--- src/rtl/mpu_port_pkg.sv ---
package mpu_port_pkg;
  localparam int SEL_LSB = 3;

  typedef enum logic [1:0] {TGT_CTRL, TGT_DM, TGT_CMH, TGT_CML} tgt_e;
  typedef enum logic [1:0] {ST_IDLE, ST_SERVE, ST_ACK} st_e;

  function automatic tgt_e decode_tgt(logic chan_sel, logic [1:0] mem_sel);
    if (!chan_sel) return TGT_CTRL;
    case (mem_sel)
      2'b10:   return TGT_CMH;
      2'b11:   return TGT_CML;
      default: return TGT_DM;
    endcase
  endfunction
endpackage

--- src/rtl/mpu_port_sync.sv ---
module mpu_port_sync #(
  parameter int W      = 2,
  parameter int STAGES = 2
) (
  input  logic         clk_i,
  input  logic         rst_ni,
  input  logic [W-1:0] d_i,
  output logic [W-1:0] q_o
);
  logic [W-1:0] chain_q [STAGES];

  for (genvar s = 0; s < STAGES; s++) begin : g_stage
    if (s == 0) begin : g_first
      always_ff @(posedge clk_i or negedge rst_ni)
        if (!rst_ni) chain_q[s] <= '0;
        else         chain_q[s] <= d_i;
    end else begin : g_next
      always_ff @(posedge clk_i or negedge rst_ni)
        if (!rst_ni) chain_q[s] <= '0;
        else         chain_q[s] <= chain_q[s-1];
    end
  end

  assign q_o = chain_q[STAGES-1];
endmodule

--- src/rtl/mpu_port_sched.sv ---
// Memory-timing model: fixed phases reserved for the serial ports.
module mpu_port_sched #(
  parameter int PHASES  = 8,
  parameter int CM_BUSY = 4,
  parameter int DM_BUSY = 6,
  localparam int PW     = $clog2(PHASES)
) (
  input  logic clk_i,
  input  logic rst_ni,
  output logic cm_busy_o,
  output logic dm_busy_o
);
  logic [PW-1:0] phase_q;

  always_ff @(posedge clk_i or negedge rst_ni)
    if (!rst_ni)                          phase_q <= '0;
    else if (phase_q == PW'(PHASES - 1))  phase_q <= '0;
    else                                  phase_q <= phase_q + 1'b1;

  assign cm_busy_o = phase_q < PW'(CM_BUSY);
  assign dm_busy_o = phase_q < PW'(DM_BUSY);
endmodule

--- src/rtl/mpu_port_mem.sv ---
module mpu_port_mem #(
  parameter int W     = 8,
  parameter int DEPTH = 32,
  localparam int AW   = $clog2(DEPTH)
) (
  input  logic          clk_i,
  input  logic          rst_ni,
  input  logic          we_i,
  input  logic [AW-1:0] waddr_i,
  input  logic [W-1:0]  wdata_i,
  input  logic [AW-1:0] raddr_i,
  output logic [W-1:0]  rdata_o
);
  logic [W-1:0] mem_q [DEPTH];

  always_ff @(posedge clk_i or negedge rst_ni)
    if (!rst_ni) begin
      for (int i = 0; i < DEPTH; i++) mem_q[i] <= '0;
    end else if (we_i) begin
      mem_q[waddr_i] <= wdata_i;
    end

  assign rdata_o = mem_q[raddr_i];
endmodule

--- src/rtl/mpu_port.sv ---
module mpu_port
  import mpu_port_pkg::*;
#(
  parameter int DATA_W    = 8,
  parameter int CHANS     = 32,
  parameter int PHASES    = 8,
  parameter int CM_BUSY   = 4,
  parameter int DM_BUSY   = 6,
  parameter int CLK_NS    = 100,
  parameter int CM_ACK_NS = 800,
  parameter int DM_ACK_NS = 1220,
  localparam int CH_W     = $clog2(CHANS)
) (
  input  logic              clk_i,
  input  logic              rst_ni,
  input  logic              cs_ni,
  input  logic              ds_ni,
  input  logic              rw_i,
  input  logic [CH_W:0]     addr_i,
  input  logic [DATA_W-1:0] data_i,
  output logic [DATA_W-1:0] data_o,
  output logic              data_oe_o,
  output logic              ack_no,
  input  logic              tdm_we_i,
  input  logic [CH_W-1:0]   tdm_addr_i,
  input  logic [DATA_W-1:0] tdm_data_i
);
  localparam int N_CM = 2;

  logic [1:0]        strb_sync;
  logic              strb_s;
  logic              cm_busy, dm_busy;
  st_e               state_q;
  logic [CH_W:0]     addr_q;
  logic              rw_q;
  logic [DATA_W-1:0] wdata_q, rdata_q, ctrl_q, rd_mux, dm_rd;
  logic [DATA_W-1:0] cm_rd [N_CM];
  logic [N_CM-1:0]   cm_we;
  tgt_e              tgt;
  logic              tgt_busy, serve_go, serve_st, tgt_dm;

  mpu_port_sync #(.W(2), .STAGES(2)) u_sync (
    .clk_i, .rst_ni,
    .d_i ({~cs_ni, ~ds_ni}),
    .q_o (strb_sync)
  );
  assign strb_s = &strb_sync;

  mpu_port_sched #(.PHASES(PHASES), .CM_BUSY(CM_BUSY), .DM_BUSY(DM_BUSY)) u_sched (
    .clk_i, .rst_ni,
    .cm_busy_o (cm_busy),
    .dm_busy_o (dm_busy)
  );

  assign tgt = decode_tgt(addr_q[CH_W], ctrl_q[SEL_LSB+1:SEL_LSB]);

  always_comb begin
    case (tgt)
      TGT_DM:           tgt_busy = dm_busy;
      TGT_CMH, TGT_CML: tgt_busy = cm_busy;
      default:          tgt_busy = 1'b0;
    endcase
  end

  assign serve_st = state_q == ST_SERVE;
  assign serve_go = serve_st && !tgt_busy;
  assign tgt_dm   = tgt == TGT_DM;

  // connection stores: index 0 = high, 1 = low
  for (genvar m = 0; m < N_CM; m++) begin : g_cm
    assign cm_we[m] = serve_go && !rw_q && (tgt == ((m == 0) ? TGT_CMH : TGT_CML));
    mpu_port_mem #(.W(DATA_W), .DEPTH(CHANS)) u_cm (
      .clk_i, .rst_ni,
      .we_i    (cm_we[m]),
      .waddr_i (addr_q[CH_W-1:0]),
      .wdata_i (wdata_q),
      .raddr_i (addr_q[CH_W-1:0]),
      .rdata_o (cm_rd[m])
    );
  end

  // data memory: written only by the serial receive side
  mpu_port_mem #(.W(DATA_W), .DEPTH(CHANS)) u_dm (
    .clk_i, .rst_ni,
    .we_i    (tdm_we_i),
    .waddr_i (tdm_addr_i),
    .wdata_i (tdm_data_i),
    .raddr_i (addr_q[CH_W-1:0]),
    .rdata_o (dm_rd)
  );

  always_comb begin
    case (tgt)
      TGT_CMH: rd_mux = cm_rd[0];
      TGT_CML: rd_mux = cm_rd[1];
      TGT_DM:  rd_mux = dm_rd;
      default: rd_mux = ctrl_q;
    endcase
  end

  always_ff @(posedge clk_i or negedge rst_ni)
    if (!rst_ni) begin
      state_q <= ST_IDLE;
      addr_q  <= '0;
      rw_q    <= 1'b0;
      wdata_q <= '0;
      rdata_q <= '0;
      ctrl_q  <= '0;
    end else begin
      case (state_q)
        ST_IDLE: if (strb_s) begin
          addr_q  <= addr_i;
          rw_q    <= rw_i;
          wdata_q <= data_i;
          state_q <= ST_SERVE;
        end
        ST_SERVE: if (!tgt_busy) begin
          if (!rw_q && tgt == TGT_CTRL) ctrl_q <= wdata_q;
          rdata_q <= rd_mux;
          state_q <= ST_ACK;
        end
        default: if (!strb_s) state_q <= ST_IDLE;
      endcase
    end

  assign ack_no    = state_q != ST_ACK;
  assign data_oe_o = !ack_no && rw_q && rw_i && !cs_ni && !ds_ni;
  assign data_o    = rdata_q;
endmodule

--- config.mk ---
export PLATFORM = sky130hd
export DESIGN_NAME = mpu_port
export DESIGN_NICKNAME = d
export VERILOG_FILES = /design/src/rtl/mpu_port_pkg.sv /design/src/rtl/mpu_port_sync.sv /design/src/rtl/mpu_port_sched.sv /design/src/rtl/mpu_port_mem.sv /design/src/rtl/mpu_port.sv
export SDC_FILE = /design/constraint.sdc
export NUM_CORES = 1
export LEC_CHECK = 0
export CAP_MARGIN = 20
export CORE_ASPECT_RATIO = 1.2
export CORE_MARGIN = 2
export CORE_UTILIZATION = 60
export CTS_CLUSTER_DIAMETER = 80
export DETAILED_ROUTE_END_ITERATION = 10
export DONT_BUFFER_PORTS = 1
export PLACE_DENSITY = 0.87
export SLEW_MARGIN = 30
export SYNTH_ARGS = -nofsm -noshare
export SYNTH_HDL_FRONTEND = slang
export SYNTH_HIERARCHICAL = 1
export SYNTH_SLANG_ARGS = --single-unit
--- constraint.sdc ---
create_clock -name clk_i -period 3.5 [get_ports clk_i]
set_input_delay 0.525 -clock clk_i [delete_from_list [all_inputs] [get_ports clk_i]]
set_output_delay 0.525 -clock clk_i [all_outputs]
set_load 0.02 [all_outputs]
Word level (Yosys, flattened, before mapping)

Index checks and enable logic that the tools add are counted.
W data, S select, Z words.

$add $sub $neg: 1
Bitwise operators: 5
Multiplexer cells: 25
Reductions and logical operators: 24
Order comparisons: 6
Eq/ne operators: 11

Operators with widths:

| kind                  | number |
|---|---|
| $bwmux W256           | 3 |
| $bmux W8 S5           | 3 |
| $demux W8 S5          | 2 |
| $mux W8               | 8 |
| $pmux W8 S3           | 1 |
| $ge A6 B6 Y1 const B  | 2 |
| $lt A6 B1 Y1 const B  | 2 |
| $not A5 Y6            | 2 |
| $logic_and A1 B1 Y1   | 11 |
| $reduce_and A3 Y1     | 3 |
| $eq A2 B2 Y1 const B  | 4 |
| $mux W2               | 4 |
| $pmux W2 S2           | 2 |
| $lt A3 B3 Y1 const B  | 2 |
| $ne A2 B2 Y1 const B  | 3 |
| $logic_not A1 Y1      | 5 |
| $eq A2 B1 Y1 const B  | 2 |
| $logic_not A2 Y1      | 2 |
| $reduce_and A2 Y1     | 2 |
| $add A3 B1 Y3 const B | 1 |
| $eq A3 B3 Y1 const B  | 1 |
| $mux W3               | 1 |
| $ne A3 B1 Y1 const B  | 1 |
| $not A1 Y1            | 3 |
| 2 further kinds       | 2 |

Input port bits: 33
Bits in registers: 808
Output and inout bits: 10
Logic and storage cells: 177

Logic depth before layout (Yosys ltp)

Gate-level depths: netlist (run 1).

Depth in word-level cells: 10
Gate-level depth with buffers: 9
Gate-level depth less buffers: 7

By module

Netlist (run 1), hierarchy kept.

By module, submodules not included:

| module         | area each (µm²) | cells each | times used | sequential area each (µm²) |
|---|---|---|---|---|
| mpu_port_mem   | 11648.7         | 699        | 3          | 6406.1 |
| mpu_port       | 1515.2          | 114        | 1          | 825.8 |
| mpu_port_sched | 117.6           | 9          | 1          | 75.1 |
| mpu_port_sync  | 115.1           | 6          | 1          | 100.1 |

Least setup slack after synthesis (run 1)

No wires, ideal clock.

Path type: register -> register
Start point: reg addr_q[1]
End point: reg rdata_q[3], in the netlist data_o[3]
Data arrival time: 3021 ps
Period minus slack after synthesis: 3146 ps
Cell stages (with the launch flop): 10
Buffers on the path: 2
Required time: 3375 ps
Setup slack: 354 ps
Library setup time: 125 ps
Cells stage by stage: dfrtp_1 -> buf_6 -> buf_4 -> mux4_2 -> mux4_2 -> mux2_2 -> nor2b_1 -> a32o_1 -> a221o_1 -> mux2_4

RTL lines:

| item                   | RTL line        | RTL |
|---|---|---|
| start, declared        | mpu_port.sv:34  | `logic [CH_W:0] addr_q;` |
| start signal, assigned | mpu_port.sv:112 | `addr_q <= addr_i;` |
| end signal, assigned   | mpu_port.sv:119 | `rdata_q <= rd_mux;` |
| end, declared          | mpu_port.sv:36  | `logic [DATA_W-1:0] wdata_q, rdata_q, ctrl_q, rd_mux, dm_rd;` |

==> results.sh, run 1 <==
export IMPL_run_status="finished with violations"
export IMPL_syn2layout_area_growth_pct=10.17
export IMPL_worstSetupEndpointType="flip-flop"
export IMPL_total_power_mw=27.61
export IMPL_cp_data_arrival_time_ns=3.74
export IMPL_fp_dieW_um=229.8
export IMPL_hold_class="in -> async"
export IMPL_initial_antenna_violation_count=2
export IMPL_grtUsageMet3_pct=5.400
export IMPL_cts_hold_buffers_added=3
export IMPL_gr_max_usage_layer="met2"
export IMPL_postCtsSetupBuffers=0
export IMPL_initialDrtViolationCount=1924
export IMPL_drt_vias_per_instance=6.538
export IMPL_setup_tns_ns=0
export IMPL_yosysWarnings=6
export IMPL_floorplan_die_height_um=274.9
export IMPL_grt_overflow_total=0
export IMPL_cts_htree_levels=3
export IMPL_cts_max_path_buffers=3
export IMPL_power_density_nw_per_um2=683.0
export IMPL_portBuffers=0
export IMPL_clockRootBuffer="sky130_fd_sc_hd__clkbuf_16"
export IMPL_dieArea_um2=63160
export IMPL_cts_sinks=808
export IMPL_detailroute_via_count=20160
export IMPL_timing_final_ws_setup_ns=0.2628
export IMPL_startpoint_type="flip-flop"
export IMPL_first_pass_iters=7
export IMPL_clk_transition_reported_paths_ns=0.06
export IMPL_ys_flop_type="sky130_fd_sc_hd__dfrtp_1"
export IMPL_drcViolationCount=0
export IMPL_max_cap_viols=0
export IMPL_grt_met1_usage_pct=35.25
export IMPL_std_cell_rows=99
export IMPL_peakVddDrop_v=0.0006611
export IMPL_synth_async_sr_flop_share_pct=100.0
export IMPL_fmax_mhz=308.9
export IMPL_worstPathMaxFanout=31
export IMPL_rsz_0062_raised_after_global_routing="false"
export IMPL_launching_point_of_the_worst_reg2reg_path="addr_q[2]"
export IMPL_worstSetupPathType="reg -> reg"
export IMPL_first_global_vias=22150
export IMPL_use_met2_pct=45.43
export IMPL_initial_utilization_pct=60.46
export IMPL_cp_required_ns=4.00
export IMPL_final_hold_violation_count=170
export IMPL_combPwrFrac_pct=22.4
export IMPL_place_congestion=0.8374
export IMPL_post_route_util_pct=66.60
export IMPL_fin_crit_ns=3.237
export IMPL_pwr_share_clk_pct=32.3
export IMPL_drt_total_wl_um=82440
export IMPL_synth_sequential_area_ratio_pct=55.10
export IMPL_power_net_switching_mw=8.359
export IMPL_largest_net_degree_at_the_start_of_global_routing=809
export IMPL_layout_worst_path_cycle_share_pct=92.49
export IMPL_syn_avg_cell_area_um2=16.48
export IMPL_cell_count_after_synthesis=2226
export IMPL_fin_skew_ns=0.02067
export IMPL_seqPwrFrac_pct=45.4
export IMPL_post_place_ws_ns=0.3050
export IMPL_pin_count=43
export IMPL_synthesis_area_um2=36690
export IMPL_worst_skew_pair_late_latency_ns=0.63
export IMPL_violated_checks="hold timing, slew limit"
export IMPL_slew_headroom_pct=-104.3
export IMPL_antennaDiodeCount=0
export IMPL_worst_setup_path_startpoint="addr_q[2]"
export IMPL_switching_part_of_the_total_pct=30.28
export IMPL_synthesis_nets=2261
export IMPL_final_layout_size_suffix_gt1_share_pct=56.33
export IMPL_groute_usage_overall_pct=26.98
export IMPL_finish_net_count=2246
export IMPL_setup_violations_final=0
export IMPL_postSynthRegisterBits=808
export IMPL_drt_wirelength_per_cell_um=26.73
export IMPL_internal_power_mw=19.25
export IMPL_dpl_hpwl_um=51040
export IMPL_yosys_cell_types_count=38
export IMPL_max_slew_worst_pin_slew_ns=3.064
export IMPL_tritoncts_num_buffers=82
export IMPL_static_leakage_power_nw=18.84
export IMPL_drv_slew=709
export IMPL_core_um2=60700
export IMPL_grt_pass1_wl_um=130900
export IMPL_drt_antenna_violating_nets=0
export IMPL_cts_tree="built"
export IMPL_post_cts_resized=0
export IMPL_synth_edff_count=0
export IMPL_hold_worst_slack_ns=-0.3284
[state kept, by name, summed over array words and instances, names as in the netlist]
| register | flops |
|---|---|
| wdata_q | 8 |
| u_sched/phase_q | 3 |
| rw_q | 1 |
| state_q | 2 |
| ctrl_q | 8 |
| g_cm.u_cm/mem_q | 512 |
| u_dm/mem_q | 256 |
| data_o | 8 |
| u_sync/q_o | 2 |
| u_sync/chain_q | 2 |
| addr_q | 6 |
[power by group through the flow]
stage / sequential (mW) / combinational [mW] / clock, mW
2_1_floorplan: 11.1 / 5.47 / 0
3_3_place_gp: 12.4 / 6.00 / 0
3_5_place_dp: 12.6 / 6.17 / 0
4_1_cts: 12.5 / 6.21 / 9.04
5_1_grt: 12.7 / 6.55 / 9.43
6_report: 12.5 / 6.18 / 8.91
[kinds of logic (layout without fill, tap and decap cells)]
family          Yosys count  after routing  share of synthesized area [%]
mux                    1064           1064                          40.02
flops                   808            808                          55.10
simple gates            169            169                          2.404
buf+inv                 163            213                          1.978
compound gates           20             20                         0.4228
fa+ha+maj                 2              2                        0.06819
[path summary, 6_finish.rpt]
path	end	slack [ns]	cells past startpoint
min reg2reg	u_sync/q_o[0]	0.36	0
min	u_dm/mem_q[197]	-0.33	0
max in group asynchronous	addr_q[2]	1.24	0
max reg2reg	data_o[7]	0.26	8
min in group clk_i	addr_q[3]	0.05	1
max	data_o[7]	0.26	8
[cells in the mapped netlist (2+ instances only)]
| cell type | instances | share of area [%] |
|---|---|---|
| sky130_fd_sc_hd__and3b_1 | 6 | 0.14 |
| sky130_fd_sc_hd__nor2_2 | 12 | 0.20 |
| sky130_fd_sc_hd__nor2_1 | 46 | 0.47 |
| sky130_fd_sc_hd__dfrtp_1 | 808 | 55 |
| sky130_fd_sc_hd__buf_6 | 4 | 0.12 |
| sky130_fd_sc_hd__nor2b_1 | 2 | 0.034 |
| sky130_fd_sc_hd__mux4_2 | 240 | 15 |
| sky130_fd_sc_hd__mux2_2 | 822 | 25 |
| sky130_fd_sc_hd__a21oi_1 | 9 | 0.12 |
| sky130_fd_sc_hd__nor3b_1 | 12 | 0.25 |
| sky130_fd_sc_hd__nand3b_1 | 15 | 0.31 |
| sky130_fd_sc_hd__ha_1 | 2 | 0.068 |
| sky130_fd_sc_hd__a222oi_1 | 6 | 0.16 |
| sky130_fd_sc_hd__and3_1 | 3 | 0.051 |
| sky130_fd_sc_hd__clkbuf_1 | 103 | 1.1 |
| sky130_fd_sc_hd__nand3_1 | 6 | 0.082 |
| sky130_fd_sc_hd__nand2_1 | 53 | 0.54 |
| sky130_fd_sc_hd__inv_1 | 3 | 0.031 |
| sky130_fd_sc_hd__or3b_2 | 3 | 0.072 |
| sky130_fd_sc_hd__buf_1 | 27 | 0.28 |
| sky130_fd_sc_hd__buf_2 | 4 | 0.055 |
| sky130_fd_sc_hd__nor3_1 | 3 | 0.041 |
| sky130_fd_sc_hd__nor3_2 | 2 | 0.055 |
| sky130_fd_sc_hd__buf_4 | 21 | 0.43 |
[worst max-delay path, cell delays in order, from the launching register on]
cell                       delay, ns
sky130_fd_sc_hd__dfrtp_4        0.79
sky130_fd_sc_hd__buf_12         0.27
sky130_fd_sc_hd__buf_12         0.17
sky130_fd_sc_hd__mux4_2         0.32
sky130_fd_sc_hd__mux4_2         0.47
sky130_fd_sc_hd__mux2_2         0.32
sky130_fd_sc_hd__mux2_2         0.29
sky130_fd_sc_hd__a222oi_1       0.35
sky130_fd_sc_hd__a21oi_1        0.12
[metal layers]
layer	vias to the layer above	wire length (µm)
met2	626	41910
met3	171	5017
met4	4	2565
met1	11030	32920
li1	8329	-
met5	-	27
[through the flow]
| stage | area, µm² | instances | hold slack, ns |
|---|---|---|---|
| 6_report | 40430 | 3084 | -0.3284 |
| 5_1_grt | 40430 | 3084 | -0.3391 |
| 4_1_cts | 40430 | 3084 | -0.3589 |
| 3_5_place_dp | 37640 | 2932 | 0.3092 |
| 3_3_place_gp | 37620 | 2932 | 0.3099 |
| 2_1_floorplan | 36690 | 2226 | 0.2294 |
[area by class of cell]
| type | instances | area (µm²) |
|---|---|---|
| clock inverters | 24 | 280.3 |
| fillers | 3930 | 20270 |
| flip-flops and latches | 808 | 20260 |
| clock buffers | 125 | 2480 |
| repair buffers | 60 | 633.1 |
| well taps | 808 | 1011 |
| inverters | 4 | 15.01 |
| multi-input cells | 1255 | 15750 |
[layout by cell type (no fill, tap or decap), types with 2 or more instances in the layout]
| cell | Yosys | routed |
|---|---|---|
| sky130_fd_sc_hd__nor2b_1 | 2 | 2 |
| sky130_fd_sc_hd__nor3b_1 | 12 | 12 |
| sky130_fd_sc_hd__dfrtp_2 | 0 | 4 |
| sky130_fd_sc_hd__clkbuf_8 | 0 | 16 |
| sky130_fd_sc_hd__and3b_1 | 6 | 6 |
| sky130_fd_sc_hd__dlygate4sd3_1 | 0 | 3 |
| sky130_fd_sc_hd__dfrtp_4 | 0 | 9 |
| sky130_fd_sc_hd__nand2_1 | 53 | 53 |
| sky130_fd_sc_hd__nor3_2 | 2 | 2 |
| sky130_fd_sc_hd__clkinv_2 | 0 | 15 |
| sky130_fd_sc_hd__nor2_2 | 12 | 12 |
| sky130_fd_sc_hd__buf_4 | 21 | 43 |
| sky130_fd_sc_hd__buf_12 | 0 | 14 |
| sky130_fd_sc_hd__nand3b_1 | 15 | 15 |
| sky130_fd_sc_hd__inv_6 | 0 | 2 |
| sky130_fd_sc_hd__mux2_2 | 822 | 822 |
| sky130_fd_sc_hd__and3_1 | 3 | 3 |
| sky130_fd_sc_hd__or3b_2 | 3 | 3 |
| sky130_fd_sc_hd__a222oi_1 | 6 | 6 |
| sky130_fd_sc_hd__nor3_1 | 3 | 3 |
| sky130_fd_sc_hd__inv_1 | 3 | 3 |
| sky130_fd_sc_hd__bufinv_16 | 0 | 6 |
| sky130_fd_sc_hd__nor2_1 | 46 | 46 |
| sky130_fd_sc_hd__clkbuf_1 | 103 | 22 |
| sky130_fd_sc_hd__dfrtp_1 | 808 | 795 |
| sky130_fd_sc_hd__ha_1 | 2 | 2 |
| sky130_fd_sc_hd__clkbuf_16 | 0 | 87 |
| sky130_fd_sc_hd__a21oi_1 | 9 | 9 |
| sky130_fd_sc_hd__mux4_2 | 240 | 240 |
| sky130_fd_sc_hd__nand3_1 | 6 | 6 |
Power figures use the tool's default switching activity.
==> run 2, diff against run 1 <==
--- a/config.mk
+++ b/config.mk
@@ -5,6 +5,7 @@
 export SDC_FILE = /design/constraint.sdc
 export NUM_CORES = 1
 export LEC_CHECK = 0
+export ABC_AREA = 1
 export CAP_MARGIN = 20
 export CORE_ASPECT_RATIO = 1.2
 export CORE_MARGIN = 2
==> results.sh, run 2 <==
export IMPL_fp_dieW_um=231.8
export IMPL_worst_setup_path_startpoint="ctrl_q[4]"
export IMPL_detailroute_via_count=32560
export IMPL_initial_antenna_violation_count=2
export IMPL_post_route_util_pct=65.12
export IMPL_pwr_share_clk_pct=29.2
export IMPL_initialDrtViolationCount=4245
export IMPL_ys_flop_type="sky130_fd_sc_hd__dfrtp_1"
export IMPL_drt_vias_per_instance=6.043
export IMPL_synth_top_cell_by_area="sky130_fd_sc_hd__dfrtp_1"
export IMPL_yosysWarnings=6
export IMPL_register_area_um2=20230
export IMPL_hold_class="in -> async"
export IMPL_cp_data_arrival_time_ns=3.49
export IMPL_hold_worst_slack_ns=-0.001593
export IMPL_largest_net_degree_at_the_start_of_global_routing=809
export IMPL_power_net_switching_mw=12.14
export IMPL_finish_net_count=4545
export IMPL_cp_required_ns=4.04
export IMPL_fin_skew_ns=0.02069
export IMPL_cpPeakStageDelay_ns=0.67
export IMPL_largest_register_ffs=512
export IMPL_fin_crit_ns=2.949
export IMPL_multi_input_comb_area_um2=15290
export IMPL_startpoint_type="flip-flop"
export IMPL_synth_edff_count=0
export IMPL_worstSetupEndpointType="flip-flop"
export IMPL_post_place_ws_ns=0.5855
export IMPL_run_status="finished with violations"
export IMPL_synth_sequential_area_ratio_pct=54.12
export IMPL_final_hold_violation_count=3
export IMPL_internal_power_mw=18.01
export IMPL_max_slew_worst_pin_slew_ns=1.053
export IMPL_rsz_0062_raised_after_global_routing="false"
export IMPL_grt_pass1_wl_um=164100
export IMPL_synthDominantCellAreaShare_pct=54.12
export IMPL_post_layout_nonfiller_instances=5388
export IMPL_synth_compound_area_share_pct=10.62
export IMPL_yosys_cell_types_count=27
export IMPL_seqPwrFrac_pct=36.9
export IMPL_worstSetupPathType="reg -> reg"
export IMPL_post_synthesis_share_of_cell_area_spent_on_xor_and_xnor_gates_pct=0
export IMPL_most_common_library_cell_in_the_layout_ignoring_fill_and_taps="sky130_fd_sc_hd__nand2_1"
export IMPL_post_synth_mux_area_share_pct=0
export IMPL_place_area_um2=37400
export IMPL_slew_headroom_pct=29.81
export IMPL_synth_common_cells="1,935 x sky130_fd_sc_hd__nand2_1, 808 x sky130_fd_sc_hd__dfrtp_1, 657 x sky130_fd_sc_hd__o21ai_0"
export IMPL_most_used_cells_in_the_layout_excluding_fill_and_tap_cells="1,935 x sky130_fd_sc_hd__nand2_1, 803 x sky130_fd_sc_hd__dfrtp_1, 657 x sky130_fd_sc_hd__o21ai_0"
export IMPL_final_design_area_no_fill_um2=40250
export IMPL_switching_part_of_the_total_pct=40.26
export IMPL_max_cap_viols=0
export IMPL_groute_usage_overall_pct=32.02
export IMPL_core_um2=61810
export IMPL_final_layout_size_suffix_gt1_share_pct=6.191
export IMPL_cts_tree="built"
export IMPL_timing_critical_path_cells="inv_1 > nand3_2 > nand2_1 > nor2_4 > nand2_1 > nor2_1 > nand3_1 > nor4_4 > nor2_1 > a21oi_1"
export IMPL_cts_htree_levels=3
export IMPL_initial_utilization_pct=60.45
export IMPL_pin_count=43
export IMPL_filler_cell_count=4838
export IMPL_violated_checks="hold timing"
export IMPL_floorplan_die_height_um=277.4
export IMPL_drcViolationCount=0
export IMPL_syn2layout_area_growth_pct=7.726
export IMPL_clockRootBuffer="sky130_fd_sc_hd__clkbuf_16"
export IMPL_cell_count_after_synthesis=4704
export IMPL_post_synth_fa_ha_maj_area_fraction_pct=0.06698
export IMPL_place_congestion=0.8667
export IMPL_layout_top_registers="g_cm.u_cm/mem_q (512), u_dm/mem_q (256)"
export IMPL_dieArea_um2=64290
export IMPL_portBuffers=0
export IMPL_critical_path_top_delay_family="simple AND/OR/NAND/NOR gates"
export IMPL_cts_sinks=808
export IMPL_combPwrFrac_pct=33.9
export IMPL_grt_overflow_total=0
export IMPL_timing_final_ws_setup_ns=0.5505
export IMPL_fmax_mhz=339.0
export IMPL_cp_buffers_inverters=1
export IMPL_worstPathMaxFanout=16
export IMPL_std_cell_rows=100
export IMPL_synthesis_nets=4739
export IMPL_syn_avg_cell_area_um2=7.942
export IMPL_worst_skew_pair_late_latency_ns=0.63
export IMPL_synth_area_leaders="sky130_fd_sc_hd__dfrtp_1 54%, sky130_fd_sc_hd__nand2_1 19%, sky130_fd_sc_hd__o21ai_0 8.8%, sky130_fd_sc_hd__nand3_1 8.0%, sky130_fd_sc_hd__clkbuf_1 1.7%"
export IMPL_total_power_mw=30.14
export IMPL_drt_wirelength_per_cell_um=19.03
export IMPL_layout_worst_path_cycle_share_pct=84.27
export IMPL_setup_violations_final=0
export IMPL_synthesis_area_um2=37360
export IMPL_cpMaxStageDelayCell="sky130_fd_sc_hd__nor4_4"
export IMPL_power_density_nw_per_um2=749.0
export IMPL_launching_point_of_the_worst_reg2reg_path="ctrl_q[4]"
export IMPL_clk_transition_reported_paths_ns=0.06
export IMPL_cts_max_path_buffers=3
export IMPL_setup_tns_ns=0
export IMPL_first_pass_iters=6
export IMPL_drt_antenna_violating_nets=0
export IMPL_max_flop_register="g_cm.u_cm/mem_q"
export IMPL_dpl_hpwl_um=58400
export IMPL_peakVddDrop_v=0.0007525
export IMPL_synth_async_sr_flop_share_pct=100.0
export IMPL_drt_total_wl_um=102500
export IMPL_first_global_vias=30940
export IMPL_dominant_combinational_cell_family_by_area_after_synthesis="simple AND/OR/NAND/NOR gates"
export IMPL_postSynthRegisterBits=808
export IMPL_synth_most_common_cell="sky130_fd_sc_hd__nand2_1"
export IMPL_static_leakage_power_nw=18.61
export IMPL_drv_slew=0
export IMPL_placed_cells_incl_taps=5239
export IMPL_tritoncts_num_buffers=77
export IMPL_post_synthesis_share_of_cell_area_spent_on_and_or_nand_and_nor_gates_pct=30.23
-- run 2: cell families (layout without fill, tap and decap cells) --
family / after synthesis / in the layout
flops: 808 / 808
simple gates: 2688 / 2688
buf+inv: 413 / 280
fa+ha+maj: 2 / 2
other cells: 0 / 1
compound gates: 793 / 793
-- run 2: cell type report --
| class | count | share of cell area, % |
|---|---|---|
| antenna | 1 | 0.006218 |
| clock buffer | 110 | 5.652 |
| clock inverter | 30 | 1.007 |
| inverter | 79 | 0.7648 |
| multi-input combinational | 3483 | 37.98 |
| sequential | 808 | 50.27 |
| tap | 816 | 2.537 |
| timing repair buffer | 61 | 1.778 |
-- run 2: power by group through the flow --
stage / Clock (mW) / Combinational, mW / Sequential, mW
after floorplan: 0 / 6.57 / 10.9
final: 8.81 / 10.2 / 11.1
after global placement: 0 / 9.46 / 11.2
after global routing: 9.25 / 11.0 / 11.2
after CTS: 8.89 / 9.71 / 11.1
after detailed placement: 0 / 9.60 / 11.2
-- run 2: path summary, 6_finish.rpt --
check | endpoint | slack (ns) | cells after the start
hold reg to reg | u_sched/phase_q[0] | 0.44 | 1
hold / removal | g_cm[1].u_cm/mem_q[67] | -0.002 | 1
setup / recovery | g_cm[0].u_cm/mem_q[67] | 0.55 | 10
max in group asynchronous | g_cm[0].u_cm/mem_q[40] | 2.13 | 2
setup reg to reg | g_cm[0].u_cm/mem_q[67] | 0.55 | 10
min in group clk_i | addr_q[3] | 0.03 | 2
-- run 2: routing by layer --
| metal | routed length, µm | track usage (%) |
|---|---|---|
| met1 | 39100 | 42.21 |
| met2 | 48820 | 50.49 |
| met3 | 9273 | 5.417 |
| met4 | 5305 | 18.03 |
| met5 | 21 | 0 |
-- run 2: repair_timing --
action / CTS / global route
buffers inserted: 0 / 0
gates resized for setup: 0 / 0
hold buffers: 2 / 2
endpoints found under the hold margin: 810 / 94
